--- src/rtl/fes_pkg.sv ---
package fes_pkg;

  localparam int FES_ADDR_BYTES = 3;
  localparam int FES_ADDR_W     = 8 * FES_ADDR_BYTES;
  localparam int FES_LEN_W      = FES_ADDR_W + 1;

  localparam logic [7:0] OP_STATUS      = 8'h05;
  localparam logic [7:0] OP_WREN        = 8'h06;
  localparam logic [7:0] OP_ERASE_SMALL = 8'h20;
  localparam logic [7:0] OP_ERASE_LARGE = 8'hD8;
  localparam logic [7:0] BYTE_DUMMY     = 8'h00;

  typedef enum logic [1:0] {
    DONE_OK      = 2'd0,
    DONE_RANGE   = 2'd1,
    DONE_TIMEOUT = 2'd2
  } doneCode_e;

  typedef enum logic [2:0] {
    TX_STATUS,
    TX_DUMMY,
    TX_WREN,
    TX_OPCODE,
    TX_ADDR_HI,
    TX_ADDR_MID,
    TX_ADDR_LO
  } txSel_e;

  typedef struct packed {
    logic   load;
    logic   pollClr;
    logic   pollInc;
    logic   srLoad;
    logic   advance;
    txSel_e txSel;
  } ctlStrobe_t;

endpackage

--- src/rtl/fes_dpath.sv ---
module fes_dpath
  import fes_pkg::*;
#(
  parameter int DEV_LOG2   = 20,
  parameter int SMALL_LOG2 = 12,
  parameter int LARGE_LOG2 = 16,
  parameter int POLL_LIMIT = 100000
) (
  input  logic                  clk,
  input  logic                  rstN,
  input  ctlStrobe_t            strobe,
  input  logic [FES_ADDR_W-1:0] startAddr,
  input  logic [FES_LEN_W-1:0]  eraseLen,
  input  logic                  granSel,
  input  logic [7:0]            spiRxData,
  output logic                  rangeBad,
  output logic                  remZero,
  output logic                  srWip,
  output logic                  pollAtLimit,
  output logic [7:0]            txByte
);

  localparam int SUM_W  = FES_LEN_W + 1;
  localparam int PCNT_W = $clog2(POLL_LIMIT + 1);
  localparam logic [SUM_W-1:0]     DEV_SIZE = SUM_W'(1) << DEV_LOG2;
  localparam logic [FES_LEN_W-1:0] SMALL_SZ = FES_LEN_W'(1) << SMALL_LOG2;
  localparam logic [FES_LEN_W-1:0] LARGE_SZ = FES_LEN_W'(1) << LARGE_LOG2;
  localparam logic [PCNT_W-1:0]    POLL_LAST = PCNT_W'(POLL_LIMIT - 1);

  logic [FES_ADDR_W-1:0] curAddr;
  logic [FES_LEN_W-1:0]  remLen;
  logic                  granLarge;
  logic                  srWipQ;
  logic [PCNT_W-1:0]     pollCnt;
  logic [FES_LEN_W-1:0]  granSz;
  logic [FES_LEN_W-1:0]  granMask;
  logic [SUM_W-1:0]      endAddr;
  logic [7:0]            addrLane [FES_ADDR_BYTES];
  logic                  rxUnused;

  assign granSz   = granLarge ? LARGE_SZ : SMALL_SZ;
  assign granMask = granSz - FES_LEN_W'(1);

  // Working registers: start, remaining length, granule choice
  always_ff @(posedge clk) begin
    if (!rstN) begin
      curAddr   <= '0;
      remLen    <= '0;
      granLarge <= 1'b0;
    end else if (strobe.load) begin
      curAddr   <= startAddr;
      remLen    <= eraseLen;
      granLarge <= granSel;
    end else if (strobe.advance) begin
      curAddr <= curAddr + granSz[FES_ADDR_W-1:0];
      remLen  <= remLen - granSz;
    end
  end

  // Range and alignment test on the captured request
  assign endAddr  = SUM_W'(curAddr) + SUM_W'(remLen);
  assign rangeBad = (endAddr > DEV_SIZE)
                 || (|(FES_LEN_W'(curAddr) & granMask))
                 || (|(remLen & granMask));
  assign remZero  = (remLen == '0);

  // Status capture: only the busy flag steers the sequence
  always_ff @(posedge clk) begin
    if (!rstN)              srWipQ <= 1'b0;
    else if (strobe.srLoad) srWipQ <= spiRxData[0];
  end
  assign srWip    = srWipQ;
  assign rxUnused = ^spiRxData[7:1];

  // Busy-poll retry counter
  always_ff @(posedge clk) begin
    if (!rstN)               pollCnt <= '0;
    else if (strobe.pollClr) pollCnt <= '0;
    else if (strobe.pollInc) pollCnt <= pollCnt + PCNT_W'(1);
  end
  assign pollAtLimit = (pollCnt == POLL_LAST);

  // Address byte lanes, lane 0 is the least significant
  for (genvar k = 0; k < FES_ADDR_BYTES; k++) begin : g_lane
    assign addrLane[k] = curAddr[8*k +: 8];
  end

  always_comb begin
    case (strobe.txSel)
      TX_STATUS:   txByte = OP_STATUS;
      TX_DUMMY:    txByte = BYTE_DUMMY;
      TX_WREN:     txByte = OP_WREN;
      TX_OPCODE:   txByte = granLarge ? OP_ERASE_LARGE : OP_ERASE_SMALL;
      TX_ADDR_HI:  txByte = addrLane[2];
      TX_ADDR_MID: txByte = addrLane[1];
      TX_ADDR_LO:  txByte = addrLane[0];
      default:     txByte = BYTE_DUMMY;
    endcase
  end

endmodule

--- src/rtl/fes_ctrl.sv ---
module fes_ctrl
  import fes_pkg::*;
(
  input  logic       clk,
  input  logic       rstN,
  input  logic       startReq,
  input  logic       spiAck,
  input  logic       rangeBad,
  input  logic       remZero,
  input  logic       srWip,
  input  logic       pollAtLimit,
  output ctlStrobe_t strobe,
  output logic       busy,
  output logic       spiCs,
  output logic       spiReq,
  output logic       donePulse,
  output logic [1:0] doneCode
);

  typedef enum logic [3:0] {
    S_IDLE, S_CHECK, S_NEXT,
    S_POLL_OP, S_POLL_RD, S_POLL_END,
    S_WREN_OP, S_WREN_END,
    S_ERS_OP, S_ERS_A2, S_ERS_A1, S_ERS_A0, S_ERS_END,
    S_DONE
  } state_e;

  state_e    st, stNext;
  doneCode_e codeQ, codeNext;

  always_ff @(posedge clk) begin
    if (!rstN) begin
      st    <= S_IDLE;
      codeQ <= DONE_OK;
    end else begin
      st    <= stNext;
      codeQ <= codeNext;
    end
  end

  always_comb begin
    stNext       = st;
    codeNext     = codeQ;
    strobe       = '0;
    strobe.txSel = TX_STATUS;
    spiCs        = 1'b0;
    spiReq       = 1'b0;
    case (st)
      S_IDLE: begin
        if (startReq) begin
          strobe.load = 1'b1;
          stNext      = S_CHECK;
        end
      end
      S_CHECK: begin
        if (rangeBad) begin
          codeNext = DONE_RANGE;
          stNext   = S_DONE;
        end else begin
          stNext = S_NEXT;
        end
      end
      S_NEXT: begin
        if (remZero) begin
          codeNext = DONE_OK;
          stNext   = S_DONE;
        end else begin
          strobe.pollClr = 1'b1;
          stNext         = S_POLL_OP;
        end
      end
      S_POLL_OP: begin
        spiCs = 1'b1; spiReq = 1'b1; strobe.txSel = TX_STATUS;
        if (spiAck) stNext = S_POLL_RD;
      end
      S_POLL_RD: begin
        spiCs = 1'b1; spiReq = 1'b1; strobe.txSel = TX_DUMMY;
        if (spiAck) begin
          strobe.srLoad = 1'b1;
          stNext        = S_POLL_END;
        end
      end
      S_POLL_END: begin
        if (!srWip) begin
          stNext = S_WREN_OP;
        end else if (pollAtLimit) begin
          codeNext = DONE_TIMEOUT;
          stNext   = S_DONE;
        end else begin
          strobe.pollInc = 1'b1;
          stNext         = S_POLL_OP;
        end
      end
      S_WREN_OP: begin
        spiCs = 1'b1; spiReq = 1'b1; strobe.txSel = TX_WREN;
        if (spiAck) stNext = S_WREN_END;
      end
      S_WREN_END: stNext = S_ERS_OP;
      S_ERS_OP: begin
        spiCs = 1'b1; spiReq = 1'b1; strobe.txSel = TX_OPCODE;
        if (spiAck) stNext = S_ERS_A2;
      end
      S_ERS_A2: begin
        spiCs = 1'b1; spiReq = 1'b1; strobe.txSel = TX_ADDR_HI;
        if (spiAck) stNext = S_ERS_A1;
      end
      S_ERS_A1: begin
        spiCs = 1'b1; spiReq = 1'b1; strobe.txSel = TX_ADDR_MID;
        if (spiAck) stNext = S_ERS_A0;
      end
      S_ERS_A0: begin
        spiCs = 1'b1; spiReq = 1'b1; strobe.txSel = TX_ADDR_LO;
        if (spiAck) stNext = S_ERS_END;
      end
      S_ERS_END: begin
        strobe.advance = 1'b1;
        stNext         = S_NEXT;
      end
      S_DONE:  stNext = S_IDLE;
      default: stNext = S_IDLE;
    endcase
  end

  assign busy      = (st != S_IDLE);
  assign donePulse = (st == S_DONE);
  assign doneCode  = codeQ;

endmodule

--- src/rtl/flash_erase_seq.sv ---
module flash_erase_seq
  import fes_pkg::*;
#(
  parameter int DEV_LOG2   = 20,
  parameter int SMALL_LOG2 = 12,
  parameter int LARGE_LOG2 = 16,
  parameter int POLL_LIMIT = 100000
) (
  input  logic                  clk,
  input  logic                  rstN,
  input  logic                  startReq,
  input  logic [FES_ADDR_W-1:0] startAddr,
  input  logic [FES_LEN_W-1:0]  eraseLen,
  input  logic                  granSel,
  output logic                  busy,
  output logic                  donePulse,
  output logic [1:0]            doneCode,
  output logic                  spiCs,
  output logic                  spiReq,
  output logic [7:0]            spiTxData,
  input  logic                  spiAck,
  input  logic [7:0]            spiRxData
);

  ctlStrobe_t strobe;
  logic rangeBad, remZero, srWip, pollAtLimit;

  fes_ctrl i_ctrl (
    .clk         (clk),
    .rstN        (rstN),
    .startReq    (startReq),
    .spiAck      (spiAck),
    .rangeBad    (rangeBad),
    .remZero     (remZero),
    .srWip       (srWip),
    .pollAtLimit (pollAtLimit),
    .strobe      (strobe),
    .busy        (busy),
    .spiCs       (spiCs),
    .spiReq      (spiReq),
    .donePulse   (donePulse),
    .doneCode    (doneCode)
  );

  fes_dpath #(
    .DEV_LOG2   (DEV_LOG2),
    .SMALL_LOG2 (SMALL_LOG2),
    .LARGE_LOG2 (LARGE_LOG2),
    .POLL_LIMIT (POLL_LIMIT)
  ) i_dpath (
    .clk         (clk),
    .rstN        (rstN),
    .strobe      (strobe),
    .startAddr   (startAddr),
    .eraseLen    (eraseLen),
    .granSel     (granSel),
    .spiRxData   (spiRxData),
    .rangeBad    (rangeBad),
    .remZero     (remZero),
    .srWip       (srWip),
    .pollAtLimit (pollAtLimit),
    .txByte      (spiTxData)
  );

endmodule

--- config.mk ---
export PLATFORM = sky130hd
export DESIGN_NAME = flash_erase_seq
export DESIGN_NICKNAME = d
export VERILOG_FILES = /design/src/rtl/fes_pkg.sv /design/src/rtl/fes_dpath.sv /design/src/rtl/fes_ctrl.sv /design/src/rtl/flash_erase_seq.sv
export SDC_FILE = /design/constraint.sdc
export NUM_CORES = 1
export LEC_CHECK = 0
export BUFFER_PORTS_ARGS = -buffer_cell sky130_fd_sc_hd__buf_2
export CAP_MARGIN = 5
export CORE_MARGIN = 5
export CORE_UTILIZATION = 53
export DETAILED_ROUTE_END_ITERATION = 6
export PLACE_DENSITY = 0.77
export SYNTH_ARGS = -nofsm -noshare
export SYNTH_HDL_FRONTEND = slang
export SYNTH_SLANG_ARGS = --single-unit
--- constraint.sdc ---
create_clock -name clk -period 3 [get_ports clk]
set_input_delay 0.15 -clock clk [delete_from_list [all_inputs] [get_ports clk]]
set_output_delay 0.15 -clock clk [all_outputs]
set_load 0.01 [all_outputs]
==> results of run 1 <==
## cells in the mapped netlist, types with 8 or more instances
cell | number | area (um2)
nor4_1 | 10 | 62.6
nand2_1 | 111 | 417
nor2b_1 | 16 | 100
and2_1 | 8 | 50.1
xor2_1 | 26 | 228
clkbuf_1 | 24 | 90.1
dfxtp_1 | 74 | 1480
inv_1 | 15 | 56.3
nor3_1 | 11 | 55.1
a21oi_1 | 49 | 245
o211a_1 | 12 | 120
nand3_1 | 16 | 80.1
a211oi_1 | 12 | 90.1
a21boi_0 | 22 | 165
nand2b_1 | 9 | 56.3
ha_1 | 33 | 413
and3_1 | 10 | 62.6
a311oi_1 | 8 | 70.1
xnor2_1 | 14 | 123
a31oi_1 | 8 | 50.1
nor2_1 | 64 | 240
o21ai_0 | 25 | 125
## through the flow
stage	setup TNS (ns)	std cells	power, W
after floorplan	0	703	0.00389
after global placement	0	921	0.00491
after detailed placement	-0.257	921	0.00503
after CTS	0	938	0.00594
after global routing	-0.566	942	0.00658
final	-0.0780	942	0.00615
## power by group through the flow
| stage | registers [W] | clock network (W) | logic (W) |
|---|---|---|---|
| detailed placement | 0.00155 | 0 | 0.00348 |
| floorplan | 0.00147 | 0 | 0.00243 |
| global route | 0.00159 | 0.000913 | 0.00407 |
| finish | 0.00156 | 0.000856 | 0.00373 |
| CTS | 0.00153 | 0.000867 | 0.00354 |
| global placement | 0.00154 | 0 | 0.00337 |
## logic make-up (layout without fill, tap and decap cells)
group / Yosys count / in the layout / synth area share (%)
simple gates: 300 / 300 / 27.0
compound gates: 193 / 193 / 24.9
flops: 74 / 74 / 26.8
buf+inv: 49 / 152 / 3.60
xor+xnor: 40 / 40 / 6.35
fa+ha+maj: 34 / 34 / 7.84
mux: 13 / 13 / 3.54
## worst reg2reg max path, stage by stage, from the launching register on
cell and delay [ns]:
dfxtp_2 0.35, ha_4 0.28, a41o_1 0.29, a221oi_4 0.35
o211ai_4 0.15, a2111oi_4 0.39, a31oi_2 0.09, a2111oi_4 0.35
nand4_1 0.24, buf_4 0.20, a21oi_1 0.18, nor3b_2 0.06
## worst max-delay path by stage
| stage | start | end | slack (ns) | cells after the start |
|---|---|---|---|---|
| global route | i_dpath.remLen[0] | i_ctrl.doneCode[1] | -0.17 | 13 |
| floorplan | i_dpath.curAddr[0] | i_ctrl.st[1] | 0.17 | 12 |
| detailed placement | i_dpath.remLen[0] | i_ctrl.st[1] | -0.06 | 12 |
| finish | i_dpath.remLen[7] | i_ctrl.doneCode[1] | -0.05 | 11 |
| global placement | i_dpath.remLen[0] | i_ctrl.st[1] | 0.01 | 12 |
| CTS | i_dpath.remLen[7] | i_ctrl.doneCode[1] | 0.003 | 10 |
## sequential cells by signal, indices dropped and copies added (netlist names)
signal             flops
i_dpath.curAddr       24
i_dpath.srWip          1
i_dpath.granLarge      1
i_dpath.remLen        25
i_ctrl.st              4
i_dpath.pollCnt       17
i_ctrl.doneCode        2
## layout make-up
type	instances	area, um2
Multi-Input combinational cell	580	4050
Fill cell	871	3510
Sequential cell	74	1490
Timing Repair Buffer	120	747
Tap cell	136	170
Clock buffer	11	131
Clock inverter	5	78.8
Inverter	16	60.1
## metal layers
layer | GRT usage (%) | up-vias | part of all wire, %
li1 | - | 2752 | -
met1 | 33.9 | 2677 | 44
met2 | 41.0 | 234 | 46
met3 | 4.47 | 45 | 7.4
met4 | 11.4 | 0 | 3.4
met5 | 0 | - | 0
## timing repair
action	CTS	global route
hold buffers	0	0
setup endpoints to repair	6	6
gates resized for setup	13	31
buffers inserted	1	4
pin swaps	8	16
==> results_dict.tcl, run 1 <==
set metrics [dict create \
    status "complete, but fails checks" \
    failed_checks "negative setup slack" \
    antenna_violations_before_repair 0 \
    power_frac_comb_pct 60.7 \
    global_route.usage.total_pct 25.6 \
    path_delay_family "compound AO/OA/AOI/OAI gates" \
    die-height_um 112 \
    pre_cts_slack_ns -0.0574 \
    synth_enable_flop_cells 0 \
    postSynthCellCount 703 \
    yosysUniqueCellTypes 73 \
    hold_path_startpoint "startAddr[2]" \
    total_of_endpoints_with_negative_setup_slack_in_the_final_report 3 \
    dp_hpwl_mm 12.3 \
    tightestPinTransition_ns 0.599 \
    wl_per_cell_um 17.4 \
    routed-via-count 5708 \
    finalMaxSlewViolations 0 \
    timing.final.crit_share_pct 102 \
    vdd_ir_drop_max_v 0.000627 \
    placement_rows 37 \
    achievable-frequency_ghz 0.328 \
    post_place_instance_area_um2 6270 \
    via_density_per_instance 6.06 \
    p_sw_share_pct 46.0 \
    crit_path_end_kind "flop" \
    worstSetupStartpointType "flop" \
    reg2regPathDepth 11 \
    initial_util_pct 53.9 \
    final_hold_viol_count 0 \
    grt_start_max_net_pins 70 \
    cts_max_level 3 \
    grt_pass1_vias 5497 \
    power-per-cell-area_nw_per_um2 915 \
    tritoncts.num_buffers 9 \
    design.portCount 76 \
    total_switching_power_w 0.00283 \
    final_nets 897 \
    worst_path_arrival_ns 3.29 \
    hold_end "i_dpath.curAddr[2]" \
    synth-warning-count 0 \
    path_common_cell "a2111oi_4" \
    relative_area_change_from_synthesis_to_final_layout_pct 21.8 \
    synth_ff_type "dfxtp_1" \
    worst_skew_pair.late_latency_ns 0.37 \
    layout_min_cycle_time_ns 3.05 \
    clock_tree_from_tritoncts "built" \
    final_layout_size_suffix_gt1_share_pct 23.3 \
    clock-root-buffer "clkbuf_8" \
    final_layout_worst_hold_slack_ns 0.0208 \
    rsz0062_at_grt "true" \
    routed_wl_mm 16.4 \
    detail_route.drc_violations 0 \
    path_cells "ha_4, a41o_1, a221oi_4, o211ai_4, a2111oi_4, a31oi_2, a2111oi_4, nand4_1, buf_4, a21oi_1, nor3b_2" \
    worst-path-max-fanout 8 \
    ys_async_sr_fraction_pct 0 \
    final_cell_mix "nand2_1, buf_2, dfxtp_1" \
    clock_sink_count 74 \
    max_stage_delay_ns 0.39 \
    fin_util_pct 65.7 \
    port_buffers 68 \
    crit_buf_inv 1 \
    dr.first_iter.drc_count 580 \
    drv.max_cap_violation_count 0 \
    path_clk_slew_ns 0.07 \
    final.setup_skew_ns 0.0134 \
    reg2reg_from "i_dpath.remLen[7]" \
    timing.slew.headroom_pct 59.8 \
    floorplan.die_area_um2 12600 \
    min_path_cells 3 \
    worstSetupPathType "flop to flop" \
    rrSetupSlack_ns -0.05 \
    grt-ovfl-total 0 \
    final.setup.worst_slack_ns -0.0508 \
    critical-path-slowest-cell "a2111oi_4" \
    synth.net_count 799 \
    antenna_left 0 \
    power.internal_w 0.00332 \
    firstDrtPassIters 7 \
    hold_path.class "primary input to flop" \
    max-clock-path-buffers 2 \
    netlist_area_um2 5520 \
    yosysSeqAreaShare_pct 26.8 \
    p_leak_nw 2.77 \
    clock_power_share_pct 13.9 \
    crit-reg2reg-capture "i_ctrl.doneCode[1]" \
    postSynthRegisterBits 74 \
    timing.critical_path.required_ns 3.24 \
    finish.instance_area_um2 6720 \
    antenna_cells_inserted 0 \
    synth_area_per_cell_um2 7.85 \
    core-area_um2 10200 \
    gp_congestion 0.980 \
    layout.cells.most_common "nand2_1" \
    power.share.sequential_pct 25.4 \
    first_pass_grt_wire_length_mm 26.4 \
    chipWidth_um 112 \
]
No activity file was read; power rests on OpenSTA's default activity.
==> run 2, diff against run 1 <==
--- a/config.mk
+++ b/config.mk
@@ -8,9 +8,9 @@
 export BUFFER_PORTS_ARGS = -buffer_cell sky130_fd_sc_hd__buf_2
 export CAP_MARGIN = 5
 export CORE_MARGIN = 5
-export CORE_UTILIZATION = 53
+export CORE_UTILIZATION = 59
 export DETAILED_ROUTE_END_ITERATION = 6
-export PLACE_DENSITY = 0.77
+export PLACE_DENSITY = 0.82
 export SYNTH_ARGS = -nofsm -noshare
 export SYNTH_HDL_FRONTEND = slang
 export SYNTH_SLANG_ARGS = --single-unit
==> constraint.sdc (replaced) <==
create_clock -name clk -period 3.5 [get_ports clk]
set_input_delay 0.175 -clock clk [delete_from_list [all_inputs] [get_ports clk]]
set_output_delay 0.175 -clock clk [all_outputs]
set_load 0.01 [all_outputs]
==> run 2 against run 1 <==
  * The run now ends clean
  * Die area shrank 9.3%
  * Via count shrank 3.1%
  * Highest routed layer unchanged
  * Sequential cell count is the same
  * Sequential power shrank 9.6%
  * Worst setup slack gained 0.23 ns
  * Global-route usage grew 1.6 points
  * Hold slack gained 0.021 ns
  * Register-to-register slack gained 0.23 ns
  * Cell area shrank 8.1%
  * Largest cell class unchanged
  * Sequential share of layout area grew 1.8 points
==> results_dict.tcl, run 2 (same netlist as run 1, synthesis figures left out) <==
set metrics [dict create \
    status "complete, no violations" \
    gp_congestion 0.968 \
    layout.filler_cells 782 \
    registers.top_by_ff_count "i_dpath.remLen" \
    worst-path-max-fanout 4 \
    worstSetupStartpointType "flop" \
    total_of_endpoints_with_negative_setup_slack_in_the_final_report 0 \
    groute.layer.met2.usage_pct 42.6 \
    antenna_left 0 \
    final_nets 859 \
    detail_route.drc_violations 0 \
    port_buffers 68 \
    layout_min_cycle_time_ns 3.32 \
    vdd_ir_drop_max_v 0.000500 \
    grt_util_met1_pct 35.2 \
    core-area_um2 9200 \
    grt_start_max_net_pins 42 \
    finalMaxSlewViolations 0 \
    relative_area_change_from_synthesis_to_final_layout_pct 12.0 \
    final_cell_mix "nand2_1, dfxtp_1, buf_2" \
    clock_sink_count 74 \
    achievable-frequency_ghz 0.301 \
    power-per-cell-area_nw_per_um2 775 \
    initial_util_pct 60.0 \
    tritoncts.num_buffers 9 \
    timing.slew.headroom_pct 32.1 \
    design.portCount 76 \
    final_hold_viol_count 0 \
    cts_max_level 3 \
    final.setup_skew_ns 0.0103 \
    final_layout_size_suffix_gt1_share_pct 16.2 \
    placed_cells_incl_taps 863 \
    global_route.usage.total_pct 27.2 \
    worst_skew_pair.late_latency_ns 0.36 \
    max_stage_delay_ns 0.44 \
    largestRegisters "i_dpath.remLen x25, i_dpath.curAddr x24, i_dpath.pollCnt x17" \
    grt-ovfl-total 0 \
    routed_wl_mm 15.3 \
    worstSetupPathType "flop to flop" \
    die-height_um 107 \
    path_clk_slew_ns 0.08 \
    timing.final.crit_share_pct 94.9 \
    p_leak_nw 2.54 \
    via_density_per_instance 6.30 \
    floorplan.die_area_um2 11400 \
    hold_path.class "primary input to flop" \
    wl_per_cell_um 17.4 \
    dp_hpwl_mm 11.7 \
    antenna_violations_before_repair 0 \
    largest_reg_flops 25 \
    grt_util_met3_pct 5.42 \
    rsz0062_at_grt "false" \
    critical-path-slowest-cell "dfxtp_1" \
    chipWidth_um 107 \
    routed-via-count 5532 \
    first_pass_grt_wire_length_mm 25.1 \
    path_cells "ha_1, inv_1, fa_1, nand2b_1, a211oi_2, o21ai_1, a311o_1, a31oi_1, mux2i_2, nand3_1, o211ai_2, nor3b_2" \
    number_of_hold_repair_buffers_added_at_the_cts_stage 0 \
    antenna_cells_inserted 0 \
    count_of_non_filler_cells_in_the_finished_layout 878 \
    crit_path_end_kind "flop" \
    timing.critical_path.required_ns 3.79 \
    tightestPinTransition_ns 1.02 \
    max-clock-path-buffers 2 \
    global_route.peak_usage_layer "met2" \
    clock_tree_from_tritoncts "built" \
    cts_setup_buffers 0 \
    layout.cells.most_common "nand2_1" \
    placement_rows 35 \
    drv.max_cap_violation_count 0 \
    grt_pass1_vias 5311 \
    final.setup.tns_ns 0 \
    firstDrtPassIters 5 \
    worst_path_arrival_ns 3.61 \
    clock-root-buffer "clkbuf_8" \
    dr.first_iter.drc_count 336 \
]
==> run 2: stage by stage <==
| step | instance area (um2) | total power (W) | utilization (%) | hold slack (ns) | setup slack (ns) |
|---|---|---|---|---|---|
| 6_report | 6180 | 0.00479 | 67.2 | 0.0422 | 0.177 |
| 5_1_grt | 6180 | 0.00516 | 67.2 | 0.0480 | 0.00735 |
| 3_3_place_gp | 5980 | 0.00395 | 65.0 | 0.414 | 0.290 |
| 3_5_place_dp | 5980 | 0.00405 | 65.0 | 0.419 | 0.213 |
| 4_1_cts | 6170 | 0.00473 | 67.1 | 0.0308 | 0.178 |
| 2_1_floorplan | 5520 | 0.00334 | - | 0.311 | 0.671 |
==> run 2: layout make-up <==
class	count	area, um2	share of cell area, %
inverter	16	60.1	0.972
tap	111	139	2.25
clock buffer	9	124	2.00
clock inverter	6	67.6	1.09
multi-input combinational	580	3860	62.5
timing repair buffer	82	445	7.21
sequential	74	1480	24.0
==> run 2: critical path, delay by kind of cell (launching register included) <==
kind	cells	cell delay, ns
adders and majority gates	2	0.59
buffers and inverters	1	0.05
and+or+nand+nor	3	0.52
DFF	1	0.44
muxes	1	0.37
AOI/OAI and AO/OA	5	1.28
==> run 2: report_power, final <==
| part | internal (W) | leakage (nW) | switching [W] |
|---|---|---|---|
| combinational | 0.00111 | 1.84 | 0.00161 |
| sequential | 0.00106 | 0.605 | 0.000350 |
| clock | 0.000327 | 0.0917 | 0.000337 |
| total | 0.00249 | 2.54 | 0.00230 |
==> run 2: path summary, 6_finish.rpt <==
check / start / end / slack, ns / depth (start not counted)
worst min-delay path: startAddr[3] / i_dpath.curAddr[3] / 0.04 / 3
worst max register to register: i_dpath.curAddr[0] / i_ctrl.doneCode[1] / 0.18 / 12
worst min register to register: i_ctrl.doneCode[0] / i_ctrl.doneCode[0] / 0.46 / 2
worst max-delay path: i_dpath.curAddr[0] / i_ctrl.doneCode[1] / 0.18 / 12
==> run 2: metal layers <==
metal	share of wire, %	wire length, um
met1	43	6520
met2	46	7080
met3	6.3	963
met4	4.6	698
met5	0	0
==> run 2: timing repair <==
item                                   CTS  global route
gates resized for setup                  0             3
setup endpoints to repair                0             6
endpoints found under the hold margin    0             0
